$ cat config.mk
export PLATFORM = sky130hd
export DESIGN_NAME = sb_issue_top
export DESIGN_NICKNAME = d
export VERILOG_FILES = /design/src/rtl/sb_pkg.sv /design/src/rtl/sb_state.sv /design/src/rtl/sb_ctrl.sv /design/src/rtl/sb_issue_top.sv
export SDC_FILE = /design/constraint.sdc
export NUM_CORES = 1
export LEC_CHECK = 0
export BUFFER_PORTS_ARGS = -buffer_cell sky130_fd_sc_hd__buf_2
export CORE_MARGIN = 10
export CORE_UTILIZATION = 32
export DETAILED_ROUTE_END_ITERATION = 10
export SLEW_MARGIN = 25
export SYNTH_ARGS = -nofsm -noshare
export SYNTH_HDL_FRONTEND = slang
export SYNTH_SLANG_ARGS = --single-unit
$ cat constraint.sdc
create_clock -name clk -period 7.03 [get_ports clk]
set_clock_uncertainty 0.1 [all_clocks]
set_input_delay 0.3515 -clock clk [delete_from_list [all_inputs] [get_ports clk]]
set_output_delay 0.3515 -clock clk [all_outputs]
set_load 0.02 [all_outputs]
$ cat src/rtl/sb_pkg.sv
package sb_pkg;
  localparam int REG_CNT  = 32;
  localparam int UNIT_CNT = 4;
  localparam int REG_W    = $clog2(REG_CNT);
  localparam int UNIT_W   = $clog2(UNIT_CNT);

  // strobes from the hazard control to the scoreboard state
  typedef struct packed {
    logic                fire;
    logic [UNIT_CNT-1:0] unitSel;
    logic                destSet;
    logic [REG_W-1:0]    destIdx;
  } sbStrobe_t;
endpackage

$ cat src/rtl/sb_state.sv
module sb_state
  import sb_pkg::*;
#(
  parameter logic [UNIT_CNT-1:0] NONPIPE_MASK = 4'b1100
) (
  input  logic                      clk,
  input  logic                      rstN,
  input  sbStrobe_t                 strb,
  input  logic [UNIT_CNT-1:0]       wbValid,
  input  logic [UNIT_CNT*REG_W-1:0] wbDest,
  input  logic [UNIT_CNT-1:0]       unitDone,
  output logic [UNIT_CNT-1:0]       busyQ,
  output logic [REG_CNT-1:0]        pendEff
);
  logic [REG_CNT-1:0] pendQ;
  logic [REG_CNT-1:0] clrMask;
  logic [REG_CNT-1:0] setMask;

  // decode every unit's writeback pair into a clear mask
  always_comb begin
    clrMask = '0;
    for (int u = 0; u < UNIT_CNT; u++) begin
      if (wbValid[u]) clrMask[wbDest[u*REG_W +: REG_W]] = 1'b1;
    end
  end

  assign setMask = strb.destSet ? ({{(REG_CNT-1){1'b0}}, 1'b1} << strb.destIdx) : '0;

  // a writeback in this cycle already resolves the hazard
  assign pendEff = pendQ & ~clrMask;

  always_ff @(posedge clk) begin
    if (!rstN) pendQ <= '0;
    else       pendQ <= pendEff | setMask;   // set dominates clear
  end

  generate
    for (genvar u = 0; u < UNIT_CNT; u++) begin : g_unit
      if (NONPIPE_MASK[u]) begin : g_nonpipe
        always_ff @(posedge clk) begin
          if (!rstN)                              busyQ[u] <= 1'b0;
          else if (strb.fire && strb.unitSel[u])  busyQ[u] <= 1'b1;
          else if (unitDone[u])                   busyQ[u] <= 1'b0;
        end

        p_busy_hold_r3: assert property (@(posedge clk) disable iff (!rstN)
          busyQ[u] && !unitDone[u] |=> busyQ[u]);
        p_busy_set_r3: assert property (@(posedge clk) disable iff (!rstN)
          strb.fire && strb.unitSel[u] |=> busyQ[u]);
      end else begin : g_pipe
        assign busyQ[u] = 1'b0;
      end
    end
  endgenerate

  p_set_wins_r8: assert property (@(posedge clk) disable iff (!rstN)
    strb.destSet |=> pendQ[$past(strb.destIdx)]);

  p_wb_clear_r7: assert property (@(posedge clk) disable iff (!rstN)
    wbValid[0] && !(strb.destSet && strb.destIdx == wbDest[REG_W-1:0])
    |=> !pendQ[$past(wbDest[REG_W-1:0])]);
endmodule

$ cat src/rtl/sb_ctrl.sv
module sb_ctrl
  import sb_pkg::*;
(
  input  logic                clk,
  input  logic                rstN,
  input  logic                instValid,
  input  logic [UNIT_W-1:0]   instUnit,
  input  logic                instHasDest,
  input  logic [REG_W-1:0]    instDest,
  input  logic                instUseA,
  input  logic [REG_W-1:0]    instSrcA,
  input  logic                instUseB,
  input  logic [REG_W-1:0]    instSrcB,
  input  logic [UNIT_CNT-1:0] busyQ,
  input  logic [REG_CNT-1:0]  pendEff,
  output logic                issueGrant,
  output logic [UNIT_CNT-1:0] issueUnit,
  output sbStrobe_t           strb
);
  logic structHaz, rawHaz, wawHaz;
  logic [UNIT_CNT-1:0] unitOneHot;

  assign unitOneHot = {{(UNIT_CNT-1){1'b0}}, 1'b1} << instUnit;
  assign structHaz  = |(busyQ & unitOneHot);
  assign rawHaz     = (instUseA && pendEff[instSrcA]) || (instUseB && pendEff[instSrcB]);
  assign wawHaz     = instHasDest && pendEff[instDest];

  assign issueGrant = instValid && !structHaz && !rawHaz && !wawHaz;
  assign issueUnit  = issueGrant ? unitOneHot : '0;

  always_comb begin
    strb.fire    = issueGrant;
    strb.unitSel = issueUnit;
    strb.destSet = issueGrant && instHasDest;
    strb.destIdx = instDest;
  end

  p_one_unit_r2: assert property (@(posedge clk) disable iff (!rstN)
    issueGrant |-> $countones(issueUnit) == 1);
  p_raw_stall_r5: assert property (@(posedge clk) disable iff (!rstN)
    instUseA && pendEff[instSrcA] |-> !issueGrant);
  p_waw_stall_r6: assert property (@(posedge clk) disable iff (!rstN)
    instHasDest && pendEff[instDest] |-> !issueGrant);
  p_idle_quiet_r12: assert property (@(posedge clk) disable iff (!rstN)
    !instValid |-> !issueGrant && issueUnit == '0);
endmodule

$ cat src/rtl/sb_issue_top.sv
module sb_issue_top
  import sb_pkg::*;
#(
  parameter logic [UNIT_CNT-1:0] NONPIPE_MASK = 4'b1100
) (
  input  logic                      clk,
  input  logic                      rstN,
  input  logic                      instValid,
  input  logic [UNIT_W-1:0]         instUnit,
  input  logic                      instHasDest,
  input  logic [REG_W-1:0]          instDest,
  input  logic                      instUseA,
  input  logic [REG_W-1:0]          instSrcA,
  input  logic                      instUseB,
  input  logic [REG_W-1:0]          instSrcB,
  input  logic [UNIT_CNT-1:0]       wbValid,
  input  logic [UNIT_CNT*REG_W-1:0] wbDest,
  input  logic [UNIT_CNT-1:0]       unitDone,
  output logic                      issueGrant,
  output logic [UNIT_CNT-1:0]       issueUnit
);
  sbStrobe_t           strb;
  logic [UNIT_CNT-1:0] busyQ;
  logic [REG_CNT-1:0]  pendEff;

  sb_ctrl u_ctrl (
    .clk(clk), .rstN(rstN),
    .instValid(instValid), .instUnit(instUnit),
    .instHasDest(instHasDest), .instDest(instDest),
    .instUseA(instUseA), .instSrcA(instSrcA),
    .instUseB(instUseB), .instSrcB(instSrcB),
    .busyQ(busyQ), .pendEff(pendEff),
    .issueGrant(issueGrant), .issueUnit(issueUnit), .strb(strb)
  );

  sb_state #(.NONPIPE_MASK(NONPIPE_MASK)) u_state (
    .clk(clk), .rstN(rstN), .strb(strb),
    .wbValid(wbValid), .wbDest(wbDest), .unitDone(unitDone),
    .busyQ(busyQ), .pendEff(pendEff)
  );
endmodule

# Yosys cells after proc, flatten, opt, wreduce, memory -nomap -nowiden
# Cells that the tools add are included.
[totals]
latch_bits = 0
inputBits = 51
ff_bits = 34
out_inout_bits = 5
romBits = 0
mem_bits_rw = 0
wordCells = 67
memories = 0
[classes]
n_addsub = 0
reduce_logical = 20
mul = 0
shift = 2
mux = 24
div_mod_pow = 0
order_cmp = 11
n_bitwise = 7
eq_ne = 0
[ops]
columns = ["cell", "n"]
rows = [
  ["32-bit 2-to-1 mux", 5],
  ["32-bit bitwise OR", 4],
  ["5-bit by 6-bit less-than comparator with 1-bit output (second input constant)", 7],
  ["32-bit AND", 1],
  ["32-bit NOT", 1],
  ["1-bit by 5-bit left shift with 32-bit output (first input constant)", 1],
  ["1-bit demux with 5-bit select", 4],
  ["5-bit by 1-bit >= comparator with 1-bit output (second input constant)", 4],
  ["1-bit binary-select mux with 5-bit select", 3],
  ["1-bit logical AND", 13],
  ["1-bit 2-to-1 mux", 11],
  ["4-bit AND", 1],
  ["4-bit 2-to-1 mux", 1],
  ["2-bit nonzero test", 2],
  ["4-bit OR reduction", 1],
  ["1-bit by 2-bit left shift with 4-bit output (first input constant)", 1],
  ["1-bit zero test", 3],
  ["1-bit logical OR", 1],
]

# Longest topological paths before layout
[logic_depth]
word_depth = 23
mapped_depth = 10

# By module
# A second synthesis with hierarchy kept.
[unflattened]
cells_unflattened = 413
area_unflattened_um2 = 3334.4
[by_module_without_submodules]
columns = ["module", "seq_area_each_um2", "area_each_um2", "instances", "cells_each"]
rows = [
  ["sb_state", 680.7, 2311.0, 1, 318],
  ["sb_ctrl", 0.0, 1023.5, 1, 95],
]

# Worst setup path before layout
# Ideal clock, no wire load.
[synth_path]
path_type = "input-to-output"
startpoint = "input wbDest[8]"
endpoint = "output issueUnit[2]"
slack_ps = 3450
arrival_ps = 3129
cell_stages = 8
n_path_buf = 0
path_cell_list = "or4b_2 > o22ai_1 > o31ai_1 > o311ai_1 > a221oi_1 > nor4_1 > o211ai_1 > nor4b_1"
[synth_between]
elab_chain_cells = 20
elab_cells_between_ends = 28
classes_between = "order compare: 2; mux: 12; bitwise: 5; reduce/logical: 9"
[synth_rtl]
columns = ["element", "line", "rtl"]
rows = [
  ["start, declared", "sb_issue_top.sv:17", "input logic [UNIT_CNT*REG_W-1:0] wbDest,"],
  ["5-bit by 6-bit less-than comparator with 1-bit output (not written as such) / 5-bit by 1-bit >= comparator with 1-bit output (equally long branches)", "sb_state.sv:23", "if (wbValid[u]) clrMask[wbDest[u*REG_W +: REG_W]] = 1'b1;"],
  ["1-bit logical AND (not written as such)", "sb_state.sv:23", ""],
  ["1-bit 2-to-1 mux (not written as such)", "sb_state.sv:23", ""],
  ["1-bit demux with 5-bit select (*)", "--", ""],
  ["32-bit bitwise OR (no line) (*)", "--", ""],
  ["32-bit 2-to-1 mux (*)", "sb_state.sv:23", ""],
  ["32-bit bitwise OR (no line)", "--", ""],
  ["32-bit 2-to-1 mux (*)", "sb_state.sv:23", ""],
  ["(+4 left out)", "--", ""],
  ["1-bit binary-select mux with 5-bit select", "sb_ctrl.sv:25", "assign rawHaz = (instUseA && pendEff[instSrcA]) || (instUseB && pendEff[instSrcB]);"],
  ["1-bit 2-to-1 mux (not written as such)", "sb_ctrl.sv:25", ""],
  ["1-bit logical AND", "sb_ctrl.sv:25", ""],
  ["1-bit logical OR", "sb_ctrl.sv:25", ""],
  ["1-bit zero test", "sb_ctrl.sv:28", "assign issueGrant = instValid && !structHaz && !rawHaz && !wawHaz;"],
  ["1-bit logical AND", "sb_ctrl.sv:28", ""],
  ["1-bit logical AND (*)", "sb_ctrl.sv:28", ""],
  ["4-bit 2-to-1 mux (*)", "sb_ctrl.sv:29", "assign issueUnit = issueGrant ? unitOneHot : '0;"],
  ["end, declared", "sb_issue_top.sv:20", "output logic [UNIT_CNT-1:0] issueUnit"],
]
# Every way passes the cells marked *; elsewhere a longest branch is shown, timed or not. The select of a mux whose other input is x is not followed.

# Final worst setup path
[layout_path]
startpoint = "input wbDest[1]"
endpoint = "output issueUnit[2]"
[layout_between]
elab_chain_cells = 21
elab_cells_between_ends = 29
classes_between = "order compare: 2; mux: 13; bitwise: 5; reduce/logical: 9"
[layout_rtl]
columns = ["element", "line"]
rows = [
  ["5-bit by 6-bit less-than comparator with 1-bit output (not written as such) / 5-bit by 1-bit >= comparator with 1-bit output (equally long branches)", "sb_state.sv:23"],
  ["1-bit logical AND (not written as such)", "sb_state.sv:23"],
  ["1-bit 2-to-1 mux (not written as such)", "sb_state.sv:23"],
  ["1-bit demux with 5-bit select (*)", "--"],
  ["32-bit 2-to-1 mux (*)", "sb_state.sv:23"],
  ["32-bit bitwise OR (no line)", "--"],
  ["32-bit 2-to-1 mux (*)", "sb_state.sv:23"],
  ["32-bit bitwise OR (no line)", "--"],
  ["(+5 left out)", "--"],
  ["1-bit binary-select mux with 5-bit select", "sb_ctrl.sv:25"],
  ["1-bit 2-to-1 mux (not written as such)", "sb_ctrl.sv:25"],
  ["1-bit logical AND", "sb_ctrl.sv:25"],
  ["1-bit logical OR", "sb_ctrl.sv:25"],
  ["1-bit zero test", "sb_ctrl.sv:28"],
  ["1-bit logical AND", "sb_ctrl.sv:28"],
  ["1-bit logical AND (*)", "sb_ctrl.sv:28"],
  ["4-bit 2-to-1 mux (*)", "sb_ctrl.sv:29"],
]
# Marks and branches as above.

==> metrics.yaml <==
synth:
  synth_edf_count: 0
  synth_area_um2: 3500
  async_reset_ff_frac: 0
  synth_warnings: 0
  ys_seq_area_frac: 0.194
  syn_inst: 467
  ys_seq_elements: 34
  post_synth_num_cell_types: 68
  synth_area_per_cell_um2: 7.50
  ys.flop_type: "dfxtp_1"
  synth_nets: 518
sta:
  worst_slack_ns: 3.03
  relSlewSlack: 0.364
  min_period_ns: 4.00
  rsz0062_at_grt: "false"
  report.final.slew_viol_count: 0
  hold_slack_ns: 0.230
  setup_viol: 0
  worst_pin_slew_ns: 0.948
  hold_viol_final: 0
  fin_crit_sh: 0.569
  fmax_mhz: 250
  setup_tns_ns: 0
power_and_ir_drop:
  comb_power_share: 0.279
  switching_share: 0.353
  power_density_nw_per_um2: 118
  seq_power_share: 0.419
  p_sw_uw: 164
  pwr-share-clk: 0.302
  vdd_drop_max_mv: 0.0698
  p_int_uw: 301
  power.leakage_uw: 0.00123
clock_tree:
  cts_tree: "yes"
  path_clk_slew_ns: 0.07
  ctsHoldBuffers: 0
  cts_resized: 0
  cts_sinks: 34
  cts_buffers: 5
  root_buffer: "clkbuf_8"
  cts_max_level: 2
  clockBufferDepth: 2
  clk_latency_ns: 0.29
  cts_setup_buffers: 0
worst_setup_path:
  setup.worst_path.start_class: "primary input"
  worstPathMaxFanout: 8
  crit_arrival_ns: 3.55
  critPathKind: "primary input to primary output"
  reg2reg_slack_ns: 3.90
  rr_worst_depth: 8
  r2r-end: "u_state.pendQ[7]"
  cp.required_ns: 6.58
  r2r_start: "u_state.pendQ[31]"
  crit_path_end_kind: "primary output"
worst_hold_path:
  hp-start: "unitDone[2]"
  hold-path-cell-count: 3
  worstHoldEndpoint: "u_state.busyQ[2]"
  hold_path_class: "primary input to flop"
place:
  dpl_worst_slack_ns: 3.09
  dp.cells: 634
  place.gp.congestion: 0.996
  port-buffer-count: 53
  hpwl_um: 12400
  place_area_um2: 3840
die:
  die_w_um: 125
  initial_core_util: 0.325
  io_pins: 56
  core_um2: 10800
  die_h_um: 125
  dieArea_um2: 15500
  placementRows: 38
outcome:
  status: "finished, final reports clean"
layout:
  fin_nets: 552
  fin_cells: 641
  n_antenna_cell: 0
  syn_to_final_growth_pct: 11.9
  stdcell_area_um2: 3920
  drive_gt1_frac: 0.188
  nFillCells: 1145
global_route:
  overflow: 0
  grt_usage: 0.193
  grt_pass1_wl_um: 24400
  grt_max_degree: 26
  antenna_found_initial: 0
  grt_pass1_vias: 4037
route:
  ant_nets: 0
  dr.pass1.iters: 6
  drc_errors: 0
  vias_per_cell: 6.74
  routedWlPerCell_um: 24.6
  drtIter0Drc: 723
  dr_total_vias: 4322
  wl_um: 15700
job:
  maxCapViolations: 0
## per-stage QoR
stage                     utilization  power, uW
after global placement          0.356        324
after detailed placement        0.356        324
after CTS                       0.363        464
after floorplan                     -        272
after global routing            0.363        485
final                           0.363        465
## metal layers
| layer | track usage | wire length (um) |
|---|---|---|
| met3 | 0.0460 | 1720 |
| met1 | 0.268 | 6840 |
| met4 | 0.0665 | 478 |
| met2 | 0.282 | 6700 |
| met5 | 0 | 0 |
## cell usage after synthesis, types with 4 or more instances
master / number / share of area
a2111oi_0: 4 / 0.010
a211o_1: 5 / 0.012
and2_1: 4 / 0.0071
buf_1: 7 / 0.0075
clkbuf_1: 18 / 0.019
dfxtp_1: 34 / 0.19
inv_1: 9 / 0.0096
mux2i_1: 7 / 0.020
mux4_2: 12 / 0.077
nand2_1: 42 / 0.045
nand2b_1: 10 / 0.018
nand3_1: 26 / 0.037
nand4_1: 6 / 0.011
nand4b_1: 12 / 0.030
nand4bb_1: 7 / 0.022
nor2_1: 45 / 0.048
nor2b_1: 9 / 0.016
nor3_1: 21 / 0.030
nor4_1: 12 / 0.021
o211ai_1: 4 / 0.0086
o21a_1: 4 / 0.0086
o21ai_0: 44 / 0.063
o22ai_1: 30 / 0.054
o311ai_0: 4 / 0.010
o31ai_1: 12 / 0.026
o32ai_1: 6 / 0.015
or2_2: 7 / 0.012
or3_1: 5 / 0.0089
## worst max-delay path by stage
stage              start                end  slack [ns]  cells past startpoint
2_1_floorplan  wbDest[8]       issueUnit[2]        3.45                      8
3_3_place_gp   wbDest[1]  u_state.pendQ[13]        3.14                     10
3_5_place_dp   wbDest[1]       issueUnit[0]        3.09                     10
4_1_cts        wbDest[1]       issueUnit[0]        3.06                     10
5_1_grt        wbDest[1]       issueUnit[2]        2.78                     10
6_report       wbDest[1]       issueUnit[2]        3.03                     10
## worst max-delay path, stage by stage
cell and delay (ns):
buf_2 0.14, or4b_4 0.60, o22ai_1 0.21, nor3_1 0.20, o311ai_0 0.43, o311ai_0 0.23, nor4_1 0.47, o211ai_1 0.36
nor4b_1 0.34, buf_2 0.21
## cell type report
| type | count | area (um2) | area share |
|---|---|---|---|
| sequential | 34 | 681 | 0.174 |
| inverter | 12 | 45.0 | 0.0115 |
| multi-input combinational | 394 | 2670 | 0.681 |
| clock buffer | 5 | 68.8 | 0.0175 |
| clock inverter | 2 | 10.0 | 0.00255 |
| tap | 140 | 175 | 0.0447 |
| timing repair buffer | 54 | 273 | 0.0696 |
## power by group through the flow
stage	sequential [uW]	clock [uW]	combinational (uW)
2_1_floorplan	199	0	73.7
3_3_place_gp	199	0	125
3_5_place_dp	199	0	125
4_1_cts	195	143	126
5_1_grt	195	151	139
6_report	195	141	129
## cell usage in the layout (no fill, tap or decap), drive strengths merged, types with 5 or more instances in the layout
| cell | netlist | final |
|---|---|---|
| buf | 9 | 54 |
| o21ai | 46 | 46 |
| nor2 | 45 | 45 |
| nand2 | 42 | 42 |
| dfxtp | 34 | 34 |
| o22ai | 30 | 30 |
| nand3 | 26 | 26 |
| nor3 | 21 | 21 |
| nand4b | 12 | 12 |
| mux4 | 12 | 12 |
| nor4 | 12 | 12 |
| o31ai | 12 | 12 |
| nand2b | 10 | 10 |
| nor2b | 9 | 9 |
| inv | 9 | 9 |
| or2 | 8 | 8 |
| o32ai | 8 | 8 |
| nand4bb | 7 | 7 |
| mux2i | 7 | 7 |
| nand4 | 6 | 6 |
| o311ai | 6 | 6 |
| a211o | 5 | 5 |
| or3 | 5 | 5 |
| clkbuf | 18 | 5 |
| clkinv | 3 | 5 |
## cells by family after synthesis
| group | synth area share |
|---|---|
| simple gates | 0.362 |
| compound gates | 0.296 |
| flops | 0.194 |
| buf+inv | 0.0443 |
| mux | 0.104 |
## flip-flops by register name (all words and copies together), names as in the netlist
| register | cells |
|---|---|
| u_state.pendQ | 32 |
| u_state.busyQ | 2 |
(Power assumes the default switching activity.)
